--- src/rtl/s2m_pkg.sv ---
package s2m_pkg;

    typedef enum logic [2:0] {
        ST_HALTED,
        ST_IDLE,
        ST_BUSY,
        ST_DRAIN,
        ST_LOCKED
    } chan_state_t;

    localparam logic [2:0] OFS_CTRL = 3'd0;
    localparam logic [2:0] OFS_STAT = 3'd1;
    localparam logic [2:0] OFS_DEST = 3'd2;
    localparam logic [2:0] OFS_LEN  = 3'd3;
    localparam logic [2:0] OFS_DONE = 3'd4;

    localparam int CTRL_RUN_BIT  = 0;
    localparam int CTRL_SRST_BIT = 1;

    localparam int STAT_HALT_BIT = 0;
    localparam int STAT_IDLE_BIT = 1;
    localparam int STAT_ERR_BIT  = 2;

endpackage

--- src/rtl/s2m_regs.sv ---
module s2m_regs
    import s2m_pkg::*;
#(
    parameter int ADDR_W = 32,
    parameter int LEN_W  = 26
) (
    input  logic              clk,
    input  logic              rst_n,
    input  logic              reg_wr,
    input  logic [2:0]        reg_addr,
    input  logic [31:0]       reg_wdata,
    output logic [31:0]       reg_rdata,
    input  logic              halted_i,
    input  logic              idle_i,
    input  logic              error_i,
    input  logic [LEN_W-1:0]  done_bytes_i,
    output logic              run_o,
    output logic              srst_o,
    output logic              len_go_o,
    output logic [LEN_W-1:0]  len_val_o,
    output logic [ADDR_W-1:0] dest_o
);

    logic              run_q;
    logic [ADDR_W-1:0] dest_q;
    logic [LEN_W-1:0]  len_q;

    assign srst_o    = reg_wr && (reg_addr == OFS_CTRL) && reg_wdata[CTRL_SRST_BIT];
    assign len_go_o  = reg_wr && (reg_addr == OFS_LEN);
    assign len_val_o = reg_wdata[LEN_W-1:0];
    assign run_o     = run_q;
    assign dest_o    = dest_q;

    always_ff @(posedge clk) begin
        if (!rst_n) begin
            run_q  <= 1'b0;
            dest_q <= '0;
            len_q  <= '0;
        end else begin
            if (srst_o)
                run_q <= 1'b0;
            else if (reg_wr && reg_addr == OFS_CTRL)
                run_q <= reg_wdata[CTRL_RUN_BIT];
            if (reg_wr && reg_addr == OFS_DEST)
                dest_q <= reg_wdata[ADDR_W-1:0];
            if (len_go_o)
                len_q <= len_val_o;
        end
    end

    always_comb begin
        reg_rdata = '0;
        case (reg_addr)
            OFS_CTRL: reg_rdata[CTRL_RUN_BIT] = run_q;
            OFS_STAT: begin
                reg_rdata[STAT_HALT_BIT] = halted_i;
                reg_rdata[STAT_IDLE_BIT] = idle_i;
                reg_rdata[STAT_ERR_BIT]  = error_i;
            end
            OFS_DEST: reg_rdata[ADDR_W-1:0] = dest_q;
            OFS_LEN:  reg_rdata[LEN_W-1:0]  = len_q;
            OFS_DONE: reg_rdata[LEN_W-1:0]  = done_bytes_i;
            default:  reg_rdata = '0;
        endcase
    end


    srst_clears_run_chk: assert property (@(posedge clk) disable iff (!rst_n)
        srst_o |=> !run_o);


    run_holds_chk: assert property (@(posedge clk) disable iff (!rst_n)
        (run_o && !reg_wr) |=> run_o);

endmodule

--- src/rtl/s2m_wbuf.sv ---
module s2m_wbuf #(
    parameter int ADDR_W = 32,
    parameter int DATA_W = 32
) (
    input  logic              clk,
    input  logic              rst_n,
    input  logic              flush_i,
    input  logic              push_i,
    input  logic [ADDR_W-1:0] push_addr_i,
    input  logic [DATA_W-1:0] push_data_i,
    input  logic              mem_rdy,
    output logic              mem_we,
    output logic [ADDR_W-1:0] mem_addr,
    output logic [DATA_W-1:0] mem_wdata,
    output logic              space_o,
    output logic              valid_o
);

    logic              held_q;
    logic [ADDR_W-1:0] addr_q;
    logic [DATA_W-1:0] data_q;

    assign space_o   = !held_q || mem_rdy;
    assign valid_o   = held_q;
    assign mem_we    = held_q;
    assign mem_addr  = addr_q;
    assign mem_wdata = data_q;

    always_ff @(posedge clk) begin
        if (!rst_n) begin
            held_q <= 1'b0;
            addr_q <= '0;
            data_q <= '0;
        end else if (flush_i) begin
            held_q <= 1'b0;
        end else if (push_i) begin
            held_q <= 1'b1;
            addr_q <= push_addr_i;
            data_q <= push_data_i;
        end else if (mem_rdy) begin
            held_q <= 1'b0;
        end
    end


    hold_stable_chk: assert property (@(posedge clk) disable iff (!rst_n)
        (mem_we && !mem_rdy && !flush_i) |=> (mem_we && $stable(mem_addr) && $stable(mem_wdata)));


    no_push_when_full_chk: assert property (@(posedge clk) disable iff (!rst_n)
        (held_q && !mem_rdy) |-> !push_i);

endmodule

--- src/rtl/s2m_seq.sv ---
module s2m_seq
    import s2m_pkg::*;
#(
    parameter int ADDR_W = 32,
    parameter int DATA_W = 32,
    parameter int LEN_W  = 26
) (
    input  logic              clk,
    input  logic              rst_n,
    input  logic              run_i,
    input  logic              srst_i,
    input  logic              len_go_i,
    input  logic [LEN_W-1:0]  len_val_i,
    input  logic [ADDR_W-1:0] dest_i,
    input  logic              s_tvalid,
    input  logic              s_tlast,
    output logic              s_tready,
    input  logic              wb_space_i,
    input  logic              wb_valid_i,
    input  logic              mem_rdy_i,
    output logic              push_o,
    output logic [ADDR_W-1:0] push_addr_o,
    output logic              halted_o,
    output logic              idle_o,
    output logic              error_o,
    output logic [LEN_W-1:0]  done_bytes_o
);

    localparam int BEAT_B = DATA_W / 8;

    chan_state_t       state_q, state_d;
    logic [ADDR_W-1:0] cur_addr_q;
    logic [LEN_W-1:0]  remain_q;
    logic [LEN_W-1:0]  done_q;
    logic [LEN_W-1:0]  prog_len_q;
    logic              fire;
    logic              room;
    logic              start;

    assign fire  = s_tvalid && s_tready;
    assign room  = remain_q >= LEN_W'(BEAT_B);
    assign start = (state_q == ST_IDLE) && run_i && len_go_i && (len_val_i != '0) && !srst_i;

    // next-state logic
    always_comb begin
        state_d = state_q;
        if (srst_i) begin
            state_d = ST_HALTED;
        end else begin
            unique case (state_q)
                ST_HALTED: if (run_i) state_d = ST_IDLE;
                ST_IDLE: begin
                    if (!run_i)
                        state_d = ST_HALTED;
                    else if (start)
                        state_d = ST_BUSY;
                end
                ST_BUSY: begin
                    if (fire && !room)
                        state_d = ST_LOCKED;
                    else if (fire && s_tlast)
                        state_d = ST_DRAIN;
                end
                ST_DRAIN:  if (!wb_valid_i || mem_rdy_i) state_d = ST_IDLE;
                ST_LOCKED: state_d = ST_LOCKED;
                default:   state_d = ST_HALTED;
            endcase
        end
    end

    // state register
    always_ff @(posedge clk) begin
        if (!rst_n)
            state_q <= ST_HALTED;
        else
            state_q <= state_d;
    end

    // outputs
    always_comb begin
        s_tready = 1'b1;
        halted_o = 1'b0;
        idle_o   = 1'b0;
        error_o  = 1'b0;
        push_o   = 1'b0;
        unique case (state_q)
            ST_HALTED: halted_o = 1'b1;
            ST_IDLE:   idle_o   = 1'b1;
            ST_BUSY: begin
                s_tready = wb_space_i;
                push_o   = fire && room;
            end
            ST_DRAIN:  s_tready = 1'b1;
            ST_LOCKED: begin
                s_tready = 1'b0;
                error_o  = 1'b1;
            end
            default:   halted_o = 1'b1;
        endcase
    end

    assign push_addr_o  = cur_addr_q;
    assign done_bytes_o = done_q;

    // transfer datapath
    always_ff @(posedge clk) begin
        if (!rst_n) begin
            cur_addr_q <= '0;
            remain_q   <= '0;
            done_q     <= '0;
            prog_len_q <= '0;
        end else if (srst_i) begin
            remain_q   <= '0;
            done_q     <= '0;
            prog_len_q <= '0;
        end else if (start) begin
            cur_addr_q <= dest_i;
            remain_q   <= len_val_i;
            done_q     <= '0;
            prog_len_q <= len_val_i;
        end else if (push_o) begin
            cur_addr_q <= cur_addr_q + ADDR_W'(BEAT_B);
            remain_q   <= remain_q - LEN_W'(BEAT_B);
            done_q     <= done_q + LEN_W'(BEAT_B);
        end
    end


    no_overrun_chk: assert property (@(posedge clk) disable iff (!rst_n)
        done_q <= prog_len_q);


    lock_cause_chk: assert property (@(posedge clk) disable iff (!rst_n)
        $rose(error_o) |-> $past(fire));


    idle_empty_chk: assert property (@(posedge clk) disable iff (!rst_n)
        idle_o |-> !wb_valid_i);


    no_write_unarmed_chk: assert property (@(posedge clk) disable iff (!rst_n)
        (halted_o || idle_o) |-> (!push_o && s_tready));


    one_status_chk: assert property (@(posedge clk) disable iff (!rst_n)
        $onehot0({halted_o, idle_o, error_o}));

endmodule

--- src/rtl/s2m_dma_rx.sv ---
module s2m_dma_rx #(
    parameter int ADDR_W = 32,
    parameter int DATA_W = 32,
    parameter int LEN_W  = 26
) (
    input  logic              clk,
    input  logic              rst_n,
    input  logic              reg_wr,
    input  logic [2:0]        reg_addr,
    input  logic [31:0]       reg_wdata,
    output logic [31:0]       reg_rdata,
    input  logic [DATA_W-1:0] s_tdata,
    input  logic              s_tvalid,
    input  logic              s_tlast,
    output logic              s_tready,
    output logic [ADDR_W-1:0] mem_addr,
    output logic [DATA_W-1:0] mem_wdata,
    output logic              mem_we,
    input  logic              mem_rdy
);

    logic              run, srst, len_go;
    logic [LEN_W-1:0]  len_val, done_bytes;
    logic [ADDR_W-1:0] dest, push_addr;
    logic              halted, idle, error;
    logic              push, wb_space, wb_valid;

    s2m_regs #(.ADDR_W(ADDR_W), .LEN_W(LEN_W)) u_regs (
        .clk          (clk),
        .rst_n        (rst_n),
        .reg_wr       (reg_wr),
        .reg_addr     (reg_addr),
        .reg_wdata    (reg_wdata),
        .reg_rdata    (reg_rdata),
        .halted_i     (halted),
        .idle_i       (idle),
        .error_i      (error),
        .done_bytes_i (done_bytes),
        .run_o        (run),
        .srst_o       (srst),
        .len_go_o     (len_go),
        .len_val_o    (len_val),
        .dest_o       (dest)
    );

    s2m_seq #(.ADDR_W(ADDR_W), .DATA_W(DATA_W), .LEN_W(LEN_W)) u_seq (
        .clk          (clk),
        .rst_n        (rst_n),
        .run_i        (run),
        .srst_i       (srst),
        .len_go_i     (len_go),
        .len_val_i    (len_val),
        .dest_i       (dest),
        .s_tvalid     (s_tvalid),
        .s_tlast      (s_tlast),
        .s_tready     (s_tready),
        .wb_space_i   (wb_space),
        .wb_valid_i   (wb_valid),
        .mem_rdy_i    (mem_rdy),
        .push_o       (push),
        .push_addr_o  (push_addr),
        .halted_o     (halted),
        .idle_o       (idle),
        .error_o      (error),
        .done_bytes_o (done_bytes)
    );

    s2m_wbuf #(.ADDR_W(ADDR_W), .DATA_W(DATA_W)) u_wbuf (
        .clk         (clk),
        .rst_n       (rst_n),
        .flush_i     (srst),
        .push_i      (push),
        .push_addr_i (push_addr),
        .push_data_i (s_tdata),
        .mem_rdy     (mem_rdy),
        .mem_we      (mem_we),
        .mem_addr    (mem_addr),
        .mem_wdata   (mem_wdata),
        .space_o     (wb_space),
        .valid_o     (wb_valid)
    );

endmodule

--- config.mk ---
export PLATFORM = sky130hd
export DESIGN_NAME = s2m_dma_rx
export DESIGN_NICKNAME = d
export VERILOG_FILES = /design/src/rtl/s2m_pkg.sv /design/src/rtl/s2m_regs.sv /design/src/rtl/s2m_wbuf.sv /design/src/rtl/s2m_seq.sv /design/src/rtl/s2m_dma_rx.sv
export SDC_FILE = /design/constraint.sdc
export NUM_CORES = 1
export LEC_CHECK = 0
export ABC_AREA = 0
export CAP_MARGIN = 20
export CELL_PAD_IN_SITES_DETAIL_PLACEMENT = 0
export CELL_PAD_IN_SITES_GLOBAL_PLACEMENT = 1
export CORE_MARGIN = 2
export CORE_UTILIZATION = 39
export DETAILED_ROUTE_END_ITERATION = 8
export GPL_TIMING_DRIVEN = 0
export PLACE_DENSITY = 0.93
export SYNTH_ARGS = -nofsm -noshare
export SYNTH_HDL_FRONTEND = slang
export SYNTH_SLANG_ARGS = --single-unit
--- constraint.sdc ---
create_clock -name clk -period 2.6 [get_ports clk]
set_input_delay 0.39 -clock clk [delete_from_list [all_inputs] [get_ports clk]]
set_output_delay 0.39 -clock clk [all_outputs]
set_load 0.02 [all_outputs]
==> impl_metrics.env <==
export IMPL_critPathLaunchType="flop"
export IMPL_initial_core_util=0.398
export IMPL_ant_nets=0
export IMPL_yosysWarnings=0
export IMPL_synth_area_top_cells="dfxtp_1 (43%), nand2_1 (13%), a21oi_1 (9.2%)"
export IMPL_dieHeight_microns=162
export IMPL_root_buffer="clkbuf_16"
export IMPL_cts_made_buffers=23
export IMPL_core_sq_mm=0.0244
export IMPL_finalHoldViolations=0
export IMPL_maxCapViolations=0
export IMPL_clock_skew_ps=17.9
export IMPL_dieArea_sq_mm=0.0261
export IMPL_synth_edff_count=0
export IMPL_p_switching_mw=1.54
export IMPL_rr_endpoint="u_seq.push_addr_o[5]"
export IMPL_ys_types=70
export IMPL_first_global_vias=9384
export IMPL_num_io_pins=171
export IMPL_fin_crit_sh=0.981
export IMPL_cp_arrival_ps=2940
export IMPL_fillers=2373
export IMPL_gp_congestion=0.921
export IMPL_antenna_cells=0
export IMPL_grt_pass1_wl_microns=51300
export IMPL_nets=1526
export IMPL_critPathKind="reg2reg"
export IMPL_clockBufferDepth=3
export IMPL_synthDominantCellAreaShare=0.431
export IMPL_die_x_microns=162
export IMPL_vias=10002
export IMPL_clock_latency_ps=520
export IMPL_seqPwrFrac=0.471
export IMPL_final_util=0.521
export IMPL_rows=57
export IMPL_cts_sinks=209
export IMPL_p_leak_nw=4.31
export IMPL_cts_tree="yes"
export IMPL_total_power_mw=6.88
export IMPL_yosysSeqAreaShare=0.431
export IMPL_synth_cells=1250
export IMPL_cp_end_kind="flop"
export IMPL_clockPowerShare=0.475
export IMPL_hpwl_microns=24600
export IMPL_drive_gt1_frac=0.0997
export IMPL_irDropWorstVdd_mv=0.327
export IMPL_clk_pin_slew_ps=60
export IMPL_status="finished, final reports clean"
export IMPL_internal_power_mw=5.34
export IMPL_combPwrFrac=0.054
export IMPL_antenna_found_initial=0
export IMPL_hold_start="s_tdata[7]"
export IMPL_rrSetupSlack_ps=50
export IMPL_first_pass_iters=5
export IMPL_grt_overflow_total=0
export IMPL_detail_route_wl_per_cell_microns=18.7
export IMPL_hold_class="in2reg"
export IMPL_period_needed_ps=2550
export IMPL_synthToLayoutAreaGrowth_pct=31.0
export IMPL_syn_avg_cell_area_sq_um=7.76
export IMPL_fmax_ghz=0.392
export IMPL_yosysTopAreaCell="dfxtp_1"
export IMPL_cp_startpoint="u_seq.remain_q[12]"
export IMPL_min_to="u_wbuf.mem_wdata[7]"
export IMPL_holdBufCountCts=0
export IMPL_drc=0
export IMPL_slew_headroom=0.522
export IMPL_track_usage=0.247
export IMPL_rr_worst_depth=8
export IMPL_cp_required_ps=2980
export IMPL_tightest_slew_ps=714
export IMPL_holdPathStages=3
export IMPL_netlist_area_sq_mm=0.00970
export IMPL_routed_wl_microns=33300
export IMPL_grt_max_degree=13
export IMPL_final_setup_viol_count=0
export IMPL_r2r_start="u_seq.remain_q[12]"
export IMPL_rsz0062_at_grt="true"
export IMPL_synth_fp_nets=1327
export IMPL_drtIter0Drc=919
export IMPL_powerDensity_mw_per_mm2=542
export IMPL_synth_ff_type="dfxtp_1"
export IMPL_p_sw_frac=0.223
export IMPL_via_per_inst=5.59
export IMPL_slew_viol_final=0
export IMPL_io_buffers=169
export IMPL_synth_seq_cells=209
export IMPL_h_tree_depth=1
export IMPL_synthArstFlopShare=0
export IMPL_cp_max_fo=7
## worst max-delay path, cell delays in order, from the launching register on
cell     delay, ps
dfxtp_2        350
or3_4          410
or4_4          530
o31a_1         450
buf_6          200
buf_4          130
and2_1         120
o21ai_0        140
a21oi_1         80
## flip-flops by register name, indices dropped and copies added (netlist names)
name and cells:
u_seq.state_q 3, u_regs.run_o 1, u_wbuf.mem_wdata 32, u_regs.dest_o 32, u_seq.remain_q 26, u_regs.len_q 26
u_seq.push_addr_o 32, u_seq.done_bytes_o 24, u_wbuf.mem_we 1, u_wbuf.mem_addr 32
## cell families (layout without fill, tap and decap cells)
family | Yosys count | count (layout) | share of synthesized area
AND/OR/NAND/NOR | 572 | 572 | 0.271
AO/OA/AOI/OAI | 320 | 320 | 0.190
flip-flops | 209 | 209 | 0.431
buffers and inverters | 94 | 308 | 0.0510
multiplexers | 28 | 28 | 0.0306
XOR/XNOR | 23 | 23 | 0.0208
adder cells (fa/ha/maj) | 4 | 4 | 0.00516
## worst max-delay path by stage
stage,end,slack (ps)
global route,u_seq.remain_q[7],-10
global placement,u_seq.remain_q[5],-1110
detailed placement,reg_rdata[22],-1070
CTS,u_seq.push_addr_o[2],1
floorplan,reg_rdata[10],160
finish,u_seq.push_addr_o[5],50
## power by group through the flow
| stage | registers, mW | logic (mW) | clock network [mW] |
|---|---|---|---|
| 6_report | 3.24 | 0.371 | 3.27 |
| 5_1_grt | 3.24 | 0.395 | 3.46 |
| 2_1_floorplan | 3.30 | 0.138 | 0 |
| 3_5_place_dp | 3.31 | 0.354 | 0 |
| 3_3_place_gp | 3.31 | 0.354 | 0 |
| 4_1_cts | 3.24 | 0.364 | 3.31 |
## metal layers
| metal | routed length (microns) | GRT usage | share of wire | vias to the layer above |
|---|---|---|---|---|
| met5 | 0 | 0 | 0 | - |
| met4 | 714 | 0.0575 | 0.021 | 0 |
| met3 | 2740 | 0.0386 | 0.082 | 52 |
| met2 | 15500 | 0.415 | 0.47 | 426 |
| met1 | 14300 | 0.335 | 0.43 | 4741 |
| li1 | - | - | - | 4783 |
## placed cells by master, fill, tap and decap left out, drive strengths merged, types with 5 or more instances in the layout
cell	instances
mux2i	24
o21ai	69
o311ai	11
dfxtp	209
buf	37
and4	5
o211ai	5
clkdlybuf4s50	136
nand2b	5
or3	17
a22oi	9
and3	10
a211oi	6
inv	11
dlymetal6s2s	6
nand3	35
nand4	20
a31oi	15
xnor2	14
dlygate4sd2	6
clkbuf	105
nor3	34
nor4	17
and2	16
xor2	9
nand2	333
nor2	54
or4	8
a21oi	178
a311oi	5
## repair_timing
item,4_1_cts,5_1_grt
cloned,0,1
setup endpoints to repair,175,147
gates resized for setup,60,89
pin swaps,0,4
buffers inserted,4,2
## per-stage QoR
step                hold slack [ps]  area (sq um)  cells  worst slack, ps  setup TNS, ps
floorplan                       432          9700   1250              156              0
CTS                             406         12600   1785             1.37              0
detailed placement              445         11800   1743            -1070        -125880
finish                          419         12700   1788             48.2              0
global placement                441         11800   1743            -1110        -127050
global route                    418         12700   1788            -14.0          -50.7
## synthesized netlist by cell type, types with 5 or more instances
master	instances
nand2_1	333
dfxtp_1	209
a21oi_1	178
o21ai_0	59
clkbuf_1	53
nor2_1	52
nand3_1	35
nor3_1	32
mux2i_1	24
nand4_1	19
and2_1	16
or3_1	16
a31oi_1	15
buf_6	15
nor4_1	15
xnor2_1	14
and3_1	10
inv_1	10
o311ai_0	10
a22oi_1	9
xor2_1	9
o21ai_1	8
buf_4	6
a211oi_1	5
and4_1	5
buf_1	5
buf_2	5
nand2b_1	5
o211ai_1	5
or4_1	5
## layout make-up
cell class	count	area, sq um	share of cell area
Buffer	82	500	0.0394
Clock buffer	35	671	0.0528
Clock inverter	5	78.8	0.00621
Inverter	10	37.5	0.00296
Multi-Input combinational cell	947	5140	0.405
Sequential cell	209	4190	0.330
Tap cell	324	405	0.0319
Timing Repair Buffer	176	1670	0.132
Power figures use the tool's default switching activity.
